`config.mk`:
```
export PLATFORM = sky130hd
export DESIGN_NAME = bsort_net
export DESIGN_NICKNAME = d
export VERILOG_FILES = /design/src/rtl/bsort_pkg.sv /design/src/rtl/bsort_cell.sv /design/src/rtl/bsort_stage.sv /design/src/rtl/bsort_net.sv
export SDC_FILE = /design/constraint.sdc
export NUM_CORES = 1
export LEC_CHECK = 0
export ABC_CLOCK_PERIOD_IN_PS = 8730
export BUFFER_PORTS_ARGS = -buffer_cell sky130_fd_sc_hd__buf_2
export CAP_MARGIN = 20
export CORE_MARGIN = 4
export CORE_UTILIZATION = 29
export CTS_CLUSTER_SIZE = 25
export DETAILED_ROUTE_END_ITERATION = 16
export GPL_TIMING_DRIVEN = 1
export PLACE_DENSITY = 0.44
export SETUP_SLACK_MARGIN = 0.05
export SLEW_MARGIN = 15
export SYNTH_ARGS = -nofsm -noshare
export SYNTH_HDL_FRONTEND = slang
export SYNTH_HIERARCHICAL = 1
export SYNTH_SLANG_ARGS = --single-unit
```
`constraint.sdc`:
```
create_clock -name clk -period 8.73 [get_ports clk]
set_input_delay 1.746 -clock clk [delete_from_list [all_inputs] [get_ports clk]]
set_output_delay 1.746 -clock clk [all_outputs]
set_load 0.01 [all_outputs]
```
`src/rtl/bsort_pkg.sv`:
```
package bsort_pkg;

  // Number of compare-exchange columns in a bitonic network of 2**lg lanes
  function automatic int stage_count(input int lg);
    return (lg * (lg + 1)) / 2;
  endfunction

  // Column index of sub-step q inside merge phase p (p counts from 1)
  function automatic int column_index(input int p, input int q);
    return ((p * (p - 1)) / 2) + q;
  endfunction

endpackage

```
`src/rtl/bsort_cell.sv`:
```
module bsort_cell #(
  parameter bit DESC = 1'b0
) (
  input  logic clk,
  input  logic rst_n,
  input  logic en,
  input  logic vld_in,
  input  logic first_in,
  input  logic a,
  input  logic b,
  output logic lo,
  output logic hi
);

  logic decided;
  logic swap_q;
  logic diff;
  logic raw_swap;
  logic sw;

  assign diff     = a ^ b;
  assign raw_swap = DESC ? (b & ~a) : (a & ~b);
  assign sw       = (decided && !first_in) ? swap_q : raw_swap;

  always_ff @(posedge clk) begin
    if (!rst_n) begin
      decided <= 1'b0;
      swap_q  <= 1'b0;
      lo      <= 1'b0;
      hi      <= 1'b0;
    end else if (en) begin
      lo <= sw ? b : a;
      hi <= sw ? a : b;
      if (vld_in) begin
        if (first_in || !decided) begin
          decided <= diff;
          swap_q  <= raw_swap;
        end
      end
    end
  end

  // a locked routing is kept until a start-marked beat is taken
  p_sel_hold_r3: assert property (@(posedge clk) disable iff (!rst_n)
    (decided && !(en && vld_in && first_in)) |=> (decided && $stable(swap_q)));

  // first differing bit sends the 0 to the low output (ascending cell)
  p_first_diff_r2: assert property (@(posedge clk) disable iff (!rst_n)
    (en && vld_in && first_in && diff) |=> (lo == (DESC ? 1'b1 : 1'b0)));

  // equal bits at the word start pass straight through
  p_equal_pass_r4: assert property (@(posedge clk) disable iff (!rst_n)
    (en && vld_in && first_in && !diff) |=> (lo == $past(a) && hi == $past(b)));

endmodule

```
`src/rtl/bsort_stage.sv`:
```
module bsort_stage #(
  parameter int N = 8,
  parameter int K = 2,
  parameter int J = 1
) (
  input  logic         clk,
  input  logic         rst_n,
  input  logic         en,
  input  logic         vld_i,
  input  logic         first_i,
  input  logic [N-1:0] data_i,
  output logic         vld_o,
  output logic         first_o,
  output logic [N-1:0] data_o
);

  always_ff @(posedge clk) begin
    if (!rst_n) begin
      vld_o   <= 1'b0;
      first_o <= 1'b0;
    end else if (en) begin
      vld_o   <= vld_i;
      first_o <= vld_i & first_i;
    end
  end

  for (genvar i = 0; i < N; i++) begin : g_lane
    if ((i & J) == 0) begin : g_cell
      bsort_cell #(
        .DESC(((i & K) != 0))
      ) u_cell (
        .clk     (clk),
        .rst_n   (rst_n),
        .en      (en),
        .vld_in  (vld_i),
        .first_in(first_i),
        .a       (data_i[i]),
        .b       (data_i[i+J]),
        .lo      (data_o[i]),
        .hi      (data_o[i+J])
      );
    end
  end

endmodule

```
`src/rtl/bsort_net.sv`:
```
module bsort_net
  import bsort_pkg::*;
#(
  parameter int N = 8
) (
  input  logic         clk,
  input  logic         rst_n,
  input  logic         in_valid,
  output logic         in_ready,
  input  logic         in_first,
  input  logic [N-1:0] in_data,
  output logic         out_valid,
  input  logic         out_ready,
  output logic         out_first,
  output logic [N-1:0] out_data
);

  localparam int L = $clog2(N);
  localparam int S = stage_count(L);

  logic [N-1:0] lane_bus [0:S];
  logic         vld_bus  [0:S];
  logic         fst_bus  [0:S];
  logic         advance;

  assign advance    = !vld_bus[S] || out_ready;
  assign in_ready   = advance;
  assign lane_bus[0] = in_data;
  assign vld_bus[0]  = in_valid;
  assign fst_bus[0]  = in_first;

  for (genvar p = 1; p <= L; p++) begin : g_phase
    for (genvar q = 0; q < p; q++) begin : g_step
      localparam int COL = column_index(p, q);
      bsort_stage #(
        .N(N),
        .K(1 << p),
        .J(1 << (p - 1 - q))
      ) u_stage (
        .clk    (clk),
        .rst_n  (rst_n),
        .en     (advance),
        .vld_i  (vld_bus[COL]),
        .first_i(fst_bus[COL]),
        .data_i (lane_bus[COL]),
        .vld_o  (vld_bus[COL+1]),
        .first_o(fst_bus[COL+1]),
        .data_o (lane_bus[COL+1])
      );
    end
  end

  assign out_valid = vld_bus[S];
  assign out_first = fst_bus[S];
  assign out_data  = lane_bus[S];

  // a stalled output beat is held
  p_stall_hold_r7: assert property (@(posedge clk) disable iff (!rst_n)
    (out_valid && !out_ready) |=> (out_valid && $stable(out_data) && $stable(out_first)));

  // the start marker never appears without valid
  p_first_valid_r9: assert property (@(posedge clk) disable iff (!rst_n)
    out_first |-> out_valid);

endmodule

```
# Yosys cells after proc, flatten, opt, wreduce, memory -nomap -nowiden
# Cells that the tools add are included.
# totals
regBits,108
input_bits,13
output_inout_bits,11
elab_cells,362
# op_classes
mux,72
bitwise_logic,78
reduce_logical,104
# ops
op,n
$mux 1,72
$reduce_and 3->1,24
$logic_not 1->1,31
$and 1x1->1,30
$logic_or 1x1->1,25
$logic_and 1x1->1,24
$not 1->1,24
$xor 1x1->1,24

# Depth between registers and ports, before layout
# depth
ltp_word,4
mapped_depth,4
mapped_depth_nobuf,4

# Modules after synthesis
# The synthesis kept the hierarchy.
# by_module_without_submodules
mod,n_inst,cells_each,area_each_um2,seq_area_each_um2
bsort_cell,24,25,227.7,80.1
bsort_stage,6,7,73.8,40.0
bsort_net,1,1,6.3,0.0

# Least setup slack after synthesis
# No wires, ideal clock.
# synth_timing
path_type,in2out
from,in out_ready
to,out in_ready
t_arrival_ps,4830
t_required_ps,6984
setup_slack_ps,2154
stages,1
n_path_buf,0
cell_sequence,nand2b_1
# synth_between
elab_chain_len,1
# synth_lines
element,line_no,source
start: declaration,bsort_net.sv:13,"input logic out_ready,"
$logic_or 1x1->1,bsort_net.sv:26,assign advance = !vld_bus[S] || out_ready;
end: declaration,bsort_net.sv:9,"output logic in_ready,"
# Every way passes these cells.

# Worst setup path in the final report
# Ends and elaborated chain as after synthesis.

==> flow_summary.toml <==
[routing]
drtPass1Iterations = 4
viasPerCell = 5.27
ant_nets = 0
wire_per_inst_um = 14.0
drc_errors = 0
vias = 5000
drt-initial-drc-count = 241
routed_wl_um = 13300

[power]
max-vdd-ir-drop_uv = 96.2
leakage_uw = 0.00269
pwr_density_cell_nw_per_um2 = 168

[synth]
synth_area_um2 = 5910
synth_top_cell_by_area = "dfxtp_1"
synthSimpleGateAreaFrac_pct = 19.8
synth_fa_ha_area_share_pct = 5.08
syn_nets = 680
synthMuxAreaShare_pct = 1.02
avgSynthCellArea_um2 = 9.20
netlist_instances = 643
ys.warnings.count = 6
synthTopCellsByArea = "dfxtp_1, a2111oi_0, a211oi_1, nand2b_4, ha_1"
yosysSeqAreaShare_pct = 36.6
synth_compound_area_share_pct = 33.0
synth_xor_xnor_area_share_pct = 0
synth.ff_latch_count = 108
synth_top_family_by_area = "compound AO/OA/AOI/OAI gates"
synthDistinctLibCells = 21
synth_top_cell_area_share_pct = 36.6

[clocking]
hold_buffers = 0
clk_pin_slew_worst_paths_ns = 0.07
clk_latency_ns = 0.35
postCtsSetupBuffers = 0
cts_tree = "yes"
htree_num_levels = 3
clockRootBuffer = "clkbuf_16"
cts_sinks = 108
cts_resized = 0
clk_path_buf_depth = 2
cts_buffers = 9

[placed_design]
hpwl_um = 8750
gp_congestion = 0.729
port-buffer-count = 23

[final_layout]
area_growth_syn_to_layout_pct = 13.2
final_common_cell = "dfxtp_1"
drive_above_1_share_pct = 16.5
final_cell_mix = "dfxtp_1, inv_1"
antenna_cells = 0
nNetsFinal = 717
post-route-util_pct = 33.8

[timing]
period_share_pct = 49.2
finalCriticalPeriod_ns = 4.29
setup_viol_count_final = 0
fmax_mhz = 233
slew_viol_final = 0
worst_pin_slew_ns = 0.995
fin_setup_tns_ns = 0
fin_worst_skew_ns = 0.00736
hold_violations = 0
rsz0062_at_grt = "no"
max_slew_margin_pct = 33.7

[worst_setup_path]
cp.required_ns = 6.98
endpoint_kind = "output port"
r2r_setup_slack_ns = 5.81
cp_max_fo = 59
cp.arrival_ns = 2.55
cp_top_family = "simple AND/OR/NAND/NOR gates"
cpPeakStageDelay_ns = 0.48
slowest_stage = "nand2b_4"
critical_path_class = "in -> out"
worstSetupStartpointType = "primary input"
timing.critical_path.mode_cell = "buf_2"
r2r-start = "g_phase[3].g_step[2].u_stage/vld_o"
path_buf_inv = 2
crit_chain = "buf_2 -> nand2b_4 -> buf_2"
reg2reg_depth = 6

[grt]
grt_overflow = 0
antenna_found_initial = 0
grt_pass1_vias = 4847
grt_max_degree = 115
grt_pass1_wl_um = 22700
globalRouteTotalUtil_pct = 12.0

[floorplanning]
die_x_um = 151
die-area_um2 = 22700
die_h_um = 151
rows = 51
core_um2 = 19800
initial_utilization_pct = 29.9
pin_count = 24

[min_path]
hp-class = "reg -> reg"
min_path_cells = 2
hold-path-endpoint = "g_phase[3].g_step[2].u_stage/first_o"
min-delay-start = "g_phase[3].g_step[2].u_stage/first_o"

[status]
status = "finished, final reports clean"

[flow_run]
maxCapViolCount = 0
-- registers in the layout (all words and copies together) (netlist names) --
signal / count
g_phase.g_step.u_stage/g_lane.g_cell.u_cell/swap_q: 24
g_phase.g_step.u_stage/first_o: 6
g_phase.g_step.u_stage/g_lane.g_cell.u_cell/hi: 24
g_phase.g_step.u_stage/g_lane.g_cell.u_cell/decided: 24
g_phase.g_step.u_stage/g_lane.g_cell.u_cell/lo: 24
g_phase.g_step.u_stage/vld_o: 6
-- area by class of cell --
class	instances	area (um^2)
inverters	72	270
multi-input cells	463	3490
fillers	2056	13100
repair buffers	26	138
clock inverters	5	78.8
clock buffers	9	225
well taps	265	332
flip-flops and latches	108	2160
-- tightest hold or removal path: stages (launching register included) --
cell and delay, ns:
dfxtp_1 0.31, nand3b_1 0.07, nand2_1 0.05
-- per-stage QoR --
| step | worst slack [ns] | instance area (um^2) | std cells | hold WS [ns] | power, uW |
|---|---|---|---|---|---|
| after floorplan | 2.15 | 5910 | 643 | 0.494 | 658 |
| after global placement | 4.44 | 6390 | 934 | 0.454 | 699 |
| after detailed placement | 4.32 | 6390 | 934 | 0.467 | 704 |
| after CTS | 4.43 | 6700 | 948 | 0.477 | 1150 |
| after global routing | 4.37 | 6700 | 948 | 0.495 | 1190 |
| final | 4.44 | 6700 | 948 | 0.474 | 1120 |
-- layer usage --
metal / track usage (%) / vias up / wire (um)
met5: 0 / - / 0
met4: 3.94 / 0 / 283
met3: 2.81 / 19 / 398
met2: 21.9 / 54 / 6540
met1: 13.9 / 2356 / 6080
li1: - / 2571 / -
-- cells in the mapped netlist, drive strengths merged --
library cell,number
mux2i,6
and3b,24
nand2,6
o21ai,48
a21oi,24
ha,24
and2,24
nand4,30
a41oi,24
dfxtp,108
a31o,24
nand3b,6
nand2b,25
a21boi,24
nor2,48
nor2b,6
inv,72
a211oi,48
a21o,24
a2111oi,48
-- kinds of logic after synthesis --
family	Yosys count
AOI/OAI and AO/OA	264
DFF	108
and+or+nand+nor	169
muxes	6
adders and majority gates	24
buffers and inverters	72
-- report_power, final --
group / switching, uW / internal [uW] / total [uW]
sequential: 32.5 / 522 / 554
clock: 185 / 248 / 433
combinational: 69.5 / 66.7 / 136
-- worst max-delay path by stage --
stage	from	to	cells past startpoint	slack, ns
2_1_floorplan	out_ready	in_ready	1	2.15
3_3_place_gp	out_ready	in_ready	3	4.44
3_5_place_dp	out_ready	flop	7	4.32
4_1_cts	out_ready	in_ready	3	4.43
5_1_grt	out_ready	in_ready	3	4.37
6_report	out_ready	in_ready	3	4.44
No activity file was read; power rests on OpenSTA's default activity.
